$ cat src/rtl/lcdtc_pkg.sv
`timescale 1ns/1ps
package lcdtc_pkg;

  // Per-position decode handed from control to datapath
  typedef struct packed {
    logic active;   // current counter position is a visible pixel
    logic stv;      // frame start level for this position
    logic ckv;      // gate clock level
    logic oev;      // gate output enable level
    logic polLoad;  // polarity update point of the line
    logic polVal;   // value loaded at the update point
  } tcStrobes_t;

endpackage

$ cat src/rtl/lcdtc_scan.sv
`timescale 1ns/1ps
module lcdtc_scan #(
  parameter int H_TOTAL  = 1056,
  parameter int V_ACTIVE = 600,
  parameter int VB_MIN   = 10,
  parameter int VB_MAX   = 110,
  parameter int VB_IN_W  = 7,
  localparam int HW = $clog2(H_TOTAL),
  localparam int VW = $clog2(V_ACTIVE + VB_MAX + 1)
) (
  input  logic               clk,
  input  logic               rst,
  input  logic [VB_IN_W-1:0] vBlankLines,
  output logic [HW-1:0]      hCount,
  output logic [VW-1:0]      vCount,
  output logic [VW-1:0]      vbCur,
  output logic               frameOdd
);

  localparam logic [VB_IN_W-1:0] VB_MIN_IN = VB_IN_W'(VB_MIN);
  localparam logic [VB_IN_W-1:0] VB_MAX_IN = VB_IN_W'(VB_MAX);

  logic [VW-1:0] vbClamped;
  logic          lineEnd;
  logic          frameEnd;

  always_comb begin
    if (vBlankLines < VB_MIN_IN)      vbClamped = VW'(VB_MIN);
    else if (vBlankLines > VB_MAX_IN) vbClamped = VW'(VB_MAX);
    else                              vbClamped = VW'(vBlankLines);
  end

  assign lineEnd  = (hCount == HW'(H_TOTAL - 1));
  assign frameEnd = lineEnd && (vCount == vbCur + VW'(V_ACTIVE - 1));

  always_ff @(posedge clk) begin
    if (rst) begin
      hCount   <= '0;
      vCount   <= '0;
      vbCur    <= vbClamped;
      frameOdd <= 1'b0;
    end else begin
      if (lineEnd) hCount <= '0;
      else         hCount <= hCount + HW'(1);
      if (frameEnd) begin
        vCount   <= '0;
        vbCur    <= vbClamped;
        frameOdd <= ~frameOdd;
      end else if (lineEnd) begin
        vCount <= vCount + VW'(1);
      end
    end
  end

endmodule

$ cat src/rtl/lcdtc_ctrl.sv
`timescale 1ns/1ps
module lcdtc_ctrl
  import lcdtc_pkg::*;
#(
  parameter int H_ACTIVE = 800,
  parameter int H_TOTAL  = 1056,
  parameter int V_ACTIVE = 600,
  parameter int VB_MIN   = 10,
  parameter int VB_MAX   = 110,
  parameter int VB_IN_W  = 7,
  parameter int STV_OFS  = 4,
  parameter int OEV_OFS  = 23,
  parameter int OEV_W    = 150,
  parameter int CKV_OFS  = 40,
  parameter int CKV_W    = 133,
  parameter int POL_OFS  = 157
) (
  input  logic               clk,
  input  logic               rst,
  input  logic [VB_IN_W-1:0] vBlankLines,
  output tcStrobes_t         strobes
);

  localparam int HW      = $clog2(H_TOTAL);
  localparam int VW      = $clog2(V_ACTIVE + VB_MAX + 1);
  localparam int H_BLANK = H_TOTAL - H_ACTIVE;

  logic [HW-1:0] hCount;
  logic [VW-1:0] vCount;
  logic [VW-1:0] vbCur;
  logic          frameOdd;
  logic          vActive;
  logic          firstLine;
  logic          secondLine;

  lcdtc_scan #(
    .H_TOTAL (H_TOTAL),
    .V_ACTIVE(V_ACTIVE),
    .VB_MIN  (VB_MIN),
    .VB_MAX  (VB_MAX),
    .VB_IN_W (VB_IN_W)
  ) uScan (
    .clk        (clk),
    .rst        (rst),
    .vBlankLines(vBlankLines),
    .hCount     (hCount),
    .vCount     (vCount),
    .vbCur      (vbCur),
    .frameOdd   (frameOdd)
  );

  assign vActive    = (vCount >= vbCur) && (vCount < vbCur + VW'(V_ACTIVE));
  assign firstLine  = (vCount == vbCur);
  assign secondLine = (vCount == vbCur + VW'(1));

  always_comb begin
    strobes.active  = vActive && (hCount >= HW'(H_BLANK));
    strobes.stv     = (firstLine && (hCount >= HW'(STV_OFS))) ||
                      (secondLine && (hCount < HW'(STV_OFS)));
    strobes.oev     = vActive && (hCount >= HW'(OEV_OFS)) &&
                      (hCount < HW'(OEV_OFS + OEV_W));
    strobes.ckv     = vActive && (hCount >= HW'(CKV_OFS)) &&
                      (hCount < HW'(CKV_OFS + CKV_W));
    strobes.polLoad = (hCount == HW'(POL_OFS));
    strobes.polVal  = vCount[0] ^ frameOdd;
  end

endmodule

$ cat src/rtl/lcdtc_datapath.sv
`timescale 1ns/1ps
module lcdtc_datapath
  import lcdtc_pkg::*;
#(
  parameter int PIX_W = 18
) (
  input  logic             clk,
  input  logic             rst,
  input  tcStrobes_t       strobes,
  input  logic             pixValid,
  input  logic [PIX_W-1:0] pixData,
  output logic             lcdDe,
  output logic [PIX_W-1:0] lcdRgb,
  output logic             gateStart,
  output logic             gateClk,
  output logic             gateOe,
  output logic             polarity,
  output logic             underflowErr
);

  logic takePix;
  logic missPix;

  assign takePix = strobes.active && pixValid;
  assign missPix = strobes.active && !pixValid;

  always_ff @(posedge clk) begin
    if (rst) begin
      lcdDe        <= 1'b0;
      lcdRgb       <= '0;
      gateStart    <= 1'b0;
      gateClk      <= 1'b0;
      gateOe       <= 1'b0;
      polarity     <= 1'b0;
      underflowErr <= 1'b0;
    end else begin
      lcdDe     <= strobes.active;
      lcdRgb    <= takePix ? pixData : '0;
      gateStart <= strobes.stv;
      gateClk   <= strobes.ckv;
      gateOe    <= strobes.oev;
      if (strobes.polLoad) polarity <= strobes.polVal;
      if (missPix) underflowErr <= 1'b1;
    end
  end

endmodule

$ cat src/rtl/lcd_timing_ctrl.sv
`timescale 1ns/1ps
module lcd_timing_ctrl
  import lcdtc_pkg::*;
#(
  parameter int H_ACTIVE = 800,
  parameter int H_TOTAL  = 1056,
  parameter int V_ACTIVE = 600,
  parameter int VB_MIN   = 10,
  parameter int VB_MAX   = 110,
  parameter int VB_IN_W  = 7,
  parameter int COLOR_W  = 6,
  parameter int STV_OFS  = 4,
  parameter int OEV_OFS  = 23,
  parameter int OEV_W    = 150,
  parameter int CKV_OFS  = 40,
  parameter int CKV_W    = 133,
  parameter int POL_OFS  = 157
) (
  input  logic                   clk,
  input  logic                   rst,
  input  logic [VB_IN_W-1:0]     vBlankLines,
  input  logic                   pixValid,
  input  logic [3*COLOR_W-1:0]   pixData,
  output logic                   pixReady,
  output logic                   lcdDe,
  output logic [3*COLOR_W-1:0]   lcdRgb,
  output logic                   gateStart,
  output logic                   gateClk,
  output logic                   gateOe,
  output logic                   polarity,
  output logic                   underflowErr
);

  localparam int PIX_W   = 3 * COLOR_W;
  localparam int OEV_END = OEV_OFS + OEV_W;
  localparam int CKV_END = CKV_OFS + CKV_W;
  localparam int STROBE_END = (OEV_END > CKV_END)
                              ? ((OEV_END > POL_OFS + 1) ? OEV_END : POL_OFS + 1)
                              : ((CKV_END > POL_OFS + 1) ? CKV_END : POL_OFS + 1);

  // Strobes must fit inside the horizontal blanking that leads each line
  if (H_TOTAL - H_ACTIVE < STROBE_END) begin : gBadHBlank
    $error("horizontal blanking too short for gate strobes");
  end
  if (V_ACTIVE < 2 || VB_MIN < 1 || VB_MAX < VB_MIN) begin : gBadVert
    $error("illegal vertical configuration");
  end

  tcStrobes_t strobes;

  lcdtc_ctrl #(
    .H_ACTIVE(H_ACTIVE),
    .H_TOTAL (H_TOTAL),
    .V_ACTIVE(V_ACTIVE),
    .VB_MIN  (VB_MIN),
    .VB_MAX  (VB_MAX),
    .VB_IN_W (VB_IN_W),
    .STV_OFS (STV_OFS),
    .OEV_OFS (OEV_OFS),
    .OEV_W   (OEV_W),
    .CKV_OFS (CKV_OFS),
    .CKV_W   (CKV_W),
    .POL_OFS (POL_OFS)
  ) uCtrl (
    .clk        (clk),
    .rst        (rst),
    .vBlankLines(vBlankLines),
    .strobes    (strobes)
  );

  lcdtc_datapath #(
    .PIX_W(PIX_W)
  ) uData (
    .clk         (clk),
    .rst         (rst),
    .strobes     (strobes),
    .pixValid    (pixValid),
    .pixData     (pixData),
    .lcdDe       (lcdDe),
    .lcdRgb      (lcdRgb),
    .gateStart   (gateStart),
    .gateClk     (gateClk),
    .gateOe      (gateOe),
    .polarity    (polarity),
    .underflowErr(underflowErr)
  );

  assign pixReady = strobes.active;

endmodule

$ cat config.mk
export PLATFORM = sky130hd
export DESIGN_NAME = lcd_timing_ctrl
export DESIGN_NICKNAME = d
export VERILOG_FILES = /design/src/rtl/lcdtc_pkg.sv /design/src/rtl/lcdtc_scan.sv /design/src/rtl/lcdtc_ctrl.sv /design/src/rtl/lcdtc_datapath.sv /design/src/rtl/lcd_timing_ctrl.sv
export SDC_FILE = /design/constraint.sdc
export NUM_CORES = 1
export LEC_CHECK = 0
export BUFFER_PORTS_ARGS = -buffer_cell sky130_fd_sc_hd__buf_2
export CELL_PAD_IN_SITES_DETAIL_PLACEMENT = 1
export CELL_PAD_IN_SITES_GLOBAL_PLACEMENT = 2
export CORE_ASPECT_RATIO = 0.9
export CORE_MARGIN = 2
export CORE_UTILIZATION = 31
export DETAILED_ROUTE_END_ITERATION = 10
export PLACE_DENSITY = 0.87
export SYNTH_ARGS = -nofsm -noshare
export SYNTH_HDL_FRONTEND = slang
export SYNTH_SLANG_ARGS = --single-unit
$ cat constraint.sdc
create_clock -name clk -period 2.5 [get_ports clk]
set_input_delay 0.25 -clock clk [delete_from_list [all_inputs] [get_ports clk]]
set_output_delay 0.25 -clock clk [all_outputs]
set_load 0.01 [all_outputs]
==> flow_summary.yaml <==
final_layout:
  fill_cells: 1106
  register_area_um2: 1130
  multi_input_area_um2: 1750
  final_common_cell: "buf_2"
  layout.cells.non_filler: 503
  num-nets-final: 429
  drive_gt1_share_pct: 30.4
  layout-area-overhead-vs-synth_pct: 21.3
  diodes: 0
  final_cell_mix: "buf_2, dfxtp_1, nor2_1"
synth:
  synth_top_family_by_area: "simple AND/OR/NAND/NOR gates"
  synth.area.top_cells: "dfxtp_1, ha_1, edfxtp_1, xnor2_1, and2_1"
  ys.flop_type: "dfxtp_1"
  yosysTopAreaCell: "dfxtp_1"
  netlist-cell-type-count: 52
  synthMuxAreaShare_pct: 0.719
  postSynthAreaPerCell_um2: 9.34
  synth_cells: 317
  yosys.area_share.adder_pct: 8.88
  synthArstFlopShare_pct: 0
  ys_ff_latch: 53
  syn-cell-area_um2: 2960
  synth_enable_flop_cells: 7
  yosysWarnings: 0
  synth_compound_area_share_pct: 10.6
  syn_nets: 366
  synthXorXnorAreaFrac_pct: 10.1
  synth_top_area_share_pct: 31.1
  synth_simple_gate_area_share_pct: 26.5
  ys_seq_area_share_pct: 38.2
floorplanning:
  die_h_um: 96.7
  io_pins: 53
  core_area_um2: 9210
  rows: 33
  die_w_um: 107
  initial_core_util_pct: 32.2
  dieArea_um2: 10300
run_status:
  status: "completed"
timing:
  setup_violations: 0
  fmax_ghz: 0.406
  post-route-period-util_pct: 98.5
  worstMarginPinSlew_ps: 535
  finalCriticalPeriod_ps: 2460
  hold_violations: 0
  setup_tns_ps: 0
  setup_slack_ps: 37.8
  fin_skew_ps: 11.7
  rsz0062_at_grt: "yes"
  slew_violations: 0
  slew_headroom_pct: 64.4
worst_setup_path:
  crit_required_ps: 2250
  endpoint_kind: "primary output"
  worst_path_largest_cell_delay_ps: 520
  path_max_fanout: 6
  rrSetupSlack_ps: 180
  cp-start-kind: "register"
  critPathMostFrequentCell: "nand2_1"
  slowest_stage: "edfxtp_1"
  crit_buf_inv: 2
  cp.arrival_ps: 2210
  critical_path_class: "register to primary output"
  path_delay_family: "flip-flops"
  crit_path_cell_trace: "buf_4, xor2_1, ha_1, nand2_1, a21oi_2, o211ai_1, nand2_1, nor2_1, buf_2"
power:
  clockPowerShare_pct: 31.3
  pwr-share-seq_pct: 53.2
  p_switching_mw: 0.483
  power.density_nw_per_um2: 468
  power.static_leakage_nw: 1.50
  p_int_mw: 1.20
  switching_share_pct: 28.7
  peakVddDrop_v: 0.000339
  p_comb_share_pct: 15.5
route:
  wl_mm: 7.61
  drt_iter0_drc: 92
  routed_via_density: 4.87
  post-route-drc-count: 0
  via_count: 2452
  antenna_left: 0
  firstDrtPassIters: 4
  wl_per_cell_um: 15.1
clock_tree:
  cts_tree: "built"
  clkSlewWorstSetupHoldPaths_ps: 110
  cts_max_path_buffers: 2
  clockRootBuffer: "clkbuf_8"
  clk_latency_ps: 320
  numCtsBuffers: 5
  htreeDepth: 2
  clock_sinks: 53
  cts_hold_buffers: 0
placement:
  dp_hpwl_mm: 5.82
  gp_congestion: 0.867
  dp_worst_setup_slack_ps: -19.8
  portBuffers: 52
  dp.cells: 488
global_routing:
  grt_start_max_net_pins: 25
  gr-total-overflow: 0
  grt_pass1_vias: 2505
  antenna_found_initial: 0
  grtUsageTotal_pct: 14.6
  grt_pass1_wl_mm: 12.1
worst_hold_path:
  hold_class: "primary input to register"
flow_run:
  max_cap_viol_count: 0
==> cell usage after synthesis (all sizes together), types with 2 or more instances <==
library cell  number
a2111oi            2
a21oi             16
and2              22
and3               4
and4               2
buf               10
clkbuf             6
dfxtp             46
edfxtp             7
ha                21
inv               14
nand2             20
nand2b             5
nand3             13
nand4              7
nor2              22
nor2b              5
nor3              22
nor4               2
o211ai             2
o21a               2
o21ai             11
o31ai              2
or2                3
or3                4
xnor2             21
xor2              13
==> cell type report <==
type,count,area share (%)
Clock buffer,5,1.92
Sequential cell,53,31.5
Inverter,14,1.46
Multi-Input combinational cell,234,48.7
Clock inverter,3,0.697
Timing Repair Buffer,72,11.5
Tap cell,122,4.25
==> logic make-up (layout without fill, tap and decap cells) <==
| kind of cell | Yosys count | in the layout |
|---|---|---|
| multiplexers | 2 | 2 |
| AND/OR/NAND/NOR | 135 | 135 |
| XOR/XNOR | 34 | 34 |
| AO/OA/AOI/OAI | 42 | 42 |
| adder cells (fa/ha/maj) | 21 | 21 |
| flip-flops | 53 | 53 |
| buffers and inverters | 30 | 94 |
==> power by group through the flow <==
stage | Combinational, mW | Clock [mW] | Sequential (mW)
floorplan | 0.153 | 0 | 0.914
global placement | 0.221 | 0 | 0.915
detailed placement | 0.227 | 0 | 0.917
CTS | 0.238 | 0.538 | 0.894
global route | 0.290 | 0.565 | 0.896
finish | 0.261 | 0.526 | 0.894
==> what timing repair did <==
action,4_1_cts,5_1_grt
gates resized for setup,5,12
endpoints found under the hold margin,0,0
gates cloned,0,0
buffers inserted,3,4
pin swaps,3,9
endpoints found under the setup margin,8,26
==> per-layer routing <==
metal	wire [um]	global-route usage [%]	up-vias
met4	75	3.80	0
met3	373	2.76	6
met2	3700	25.0	59
met1	3460	18.8	1179
li1	-	-	1208
met5	0	0	-
==> final timing paths <==
| kind | cells past startpoint | from | endpoint |
|---|---|---|---|
| setup / recovery | 9 | uCtrl.uScan.vbCur[5] | pixReady |
| hold / removal | 2 | pixData[1] | uData.lcdRgb[1] |
| setup reg to reg | 8 | uCtrl.uScan.vbCur[0] | uCtrl.uScan.vbCur[1] |
| hold reg to reg | 2 | uData.polarity | uData.polarity |
==> metrics by stage <==
| step | hold slack [ps] | cell area (um^2) | util [%] | total power [mW] |
|---|---|---|---|---|
| 2_1_floorplan | 352 | 2960 | - | 1.07 |
| 3_3_place_gp | 449 | 3380 | 36.7 | 1.14 |
| 3_5_place_dp | 454 | 3380 | 36.7 | 1.14 |
| 4_1_cts | 111 | 3510 | 38.1 | 1.67 |
| 5_1_grt | 116 | 3590 | 39.0 | 1.75 |
| 6_report | 119 | 3590 | 39.0 | 1.68 |
==> sequential cells by signal (all words and copies together) (netlist names) <==
| signal | cells |
|---|---|
| uData.lcdRgb | 18 |
| uCtrl.uScan.hCount | 11 |
| uCtrl.uScan.vCount | 10 |
| uCtrl.uScan.vbCur | 7 |
| uCtrl.uScan.frameOdd | 1 |
| uData.gateClk | 1 |
| uData.gateOe | 1 |
| uData.gateStart | 1 |
| uData.lcdDe | 1 |
| uData.polarity | 1 |
| uData.underflowErr | 1 |
No activity file was read; power rests on OpenSTA's default activity.
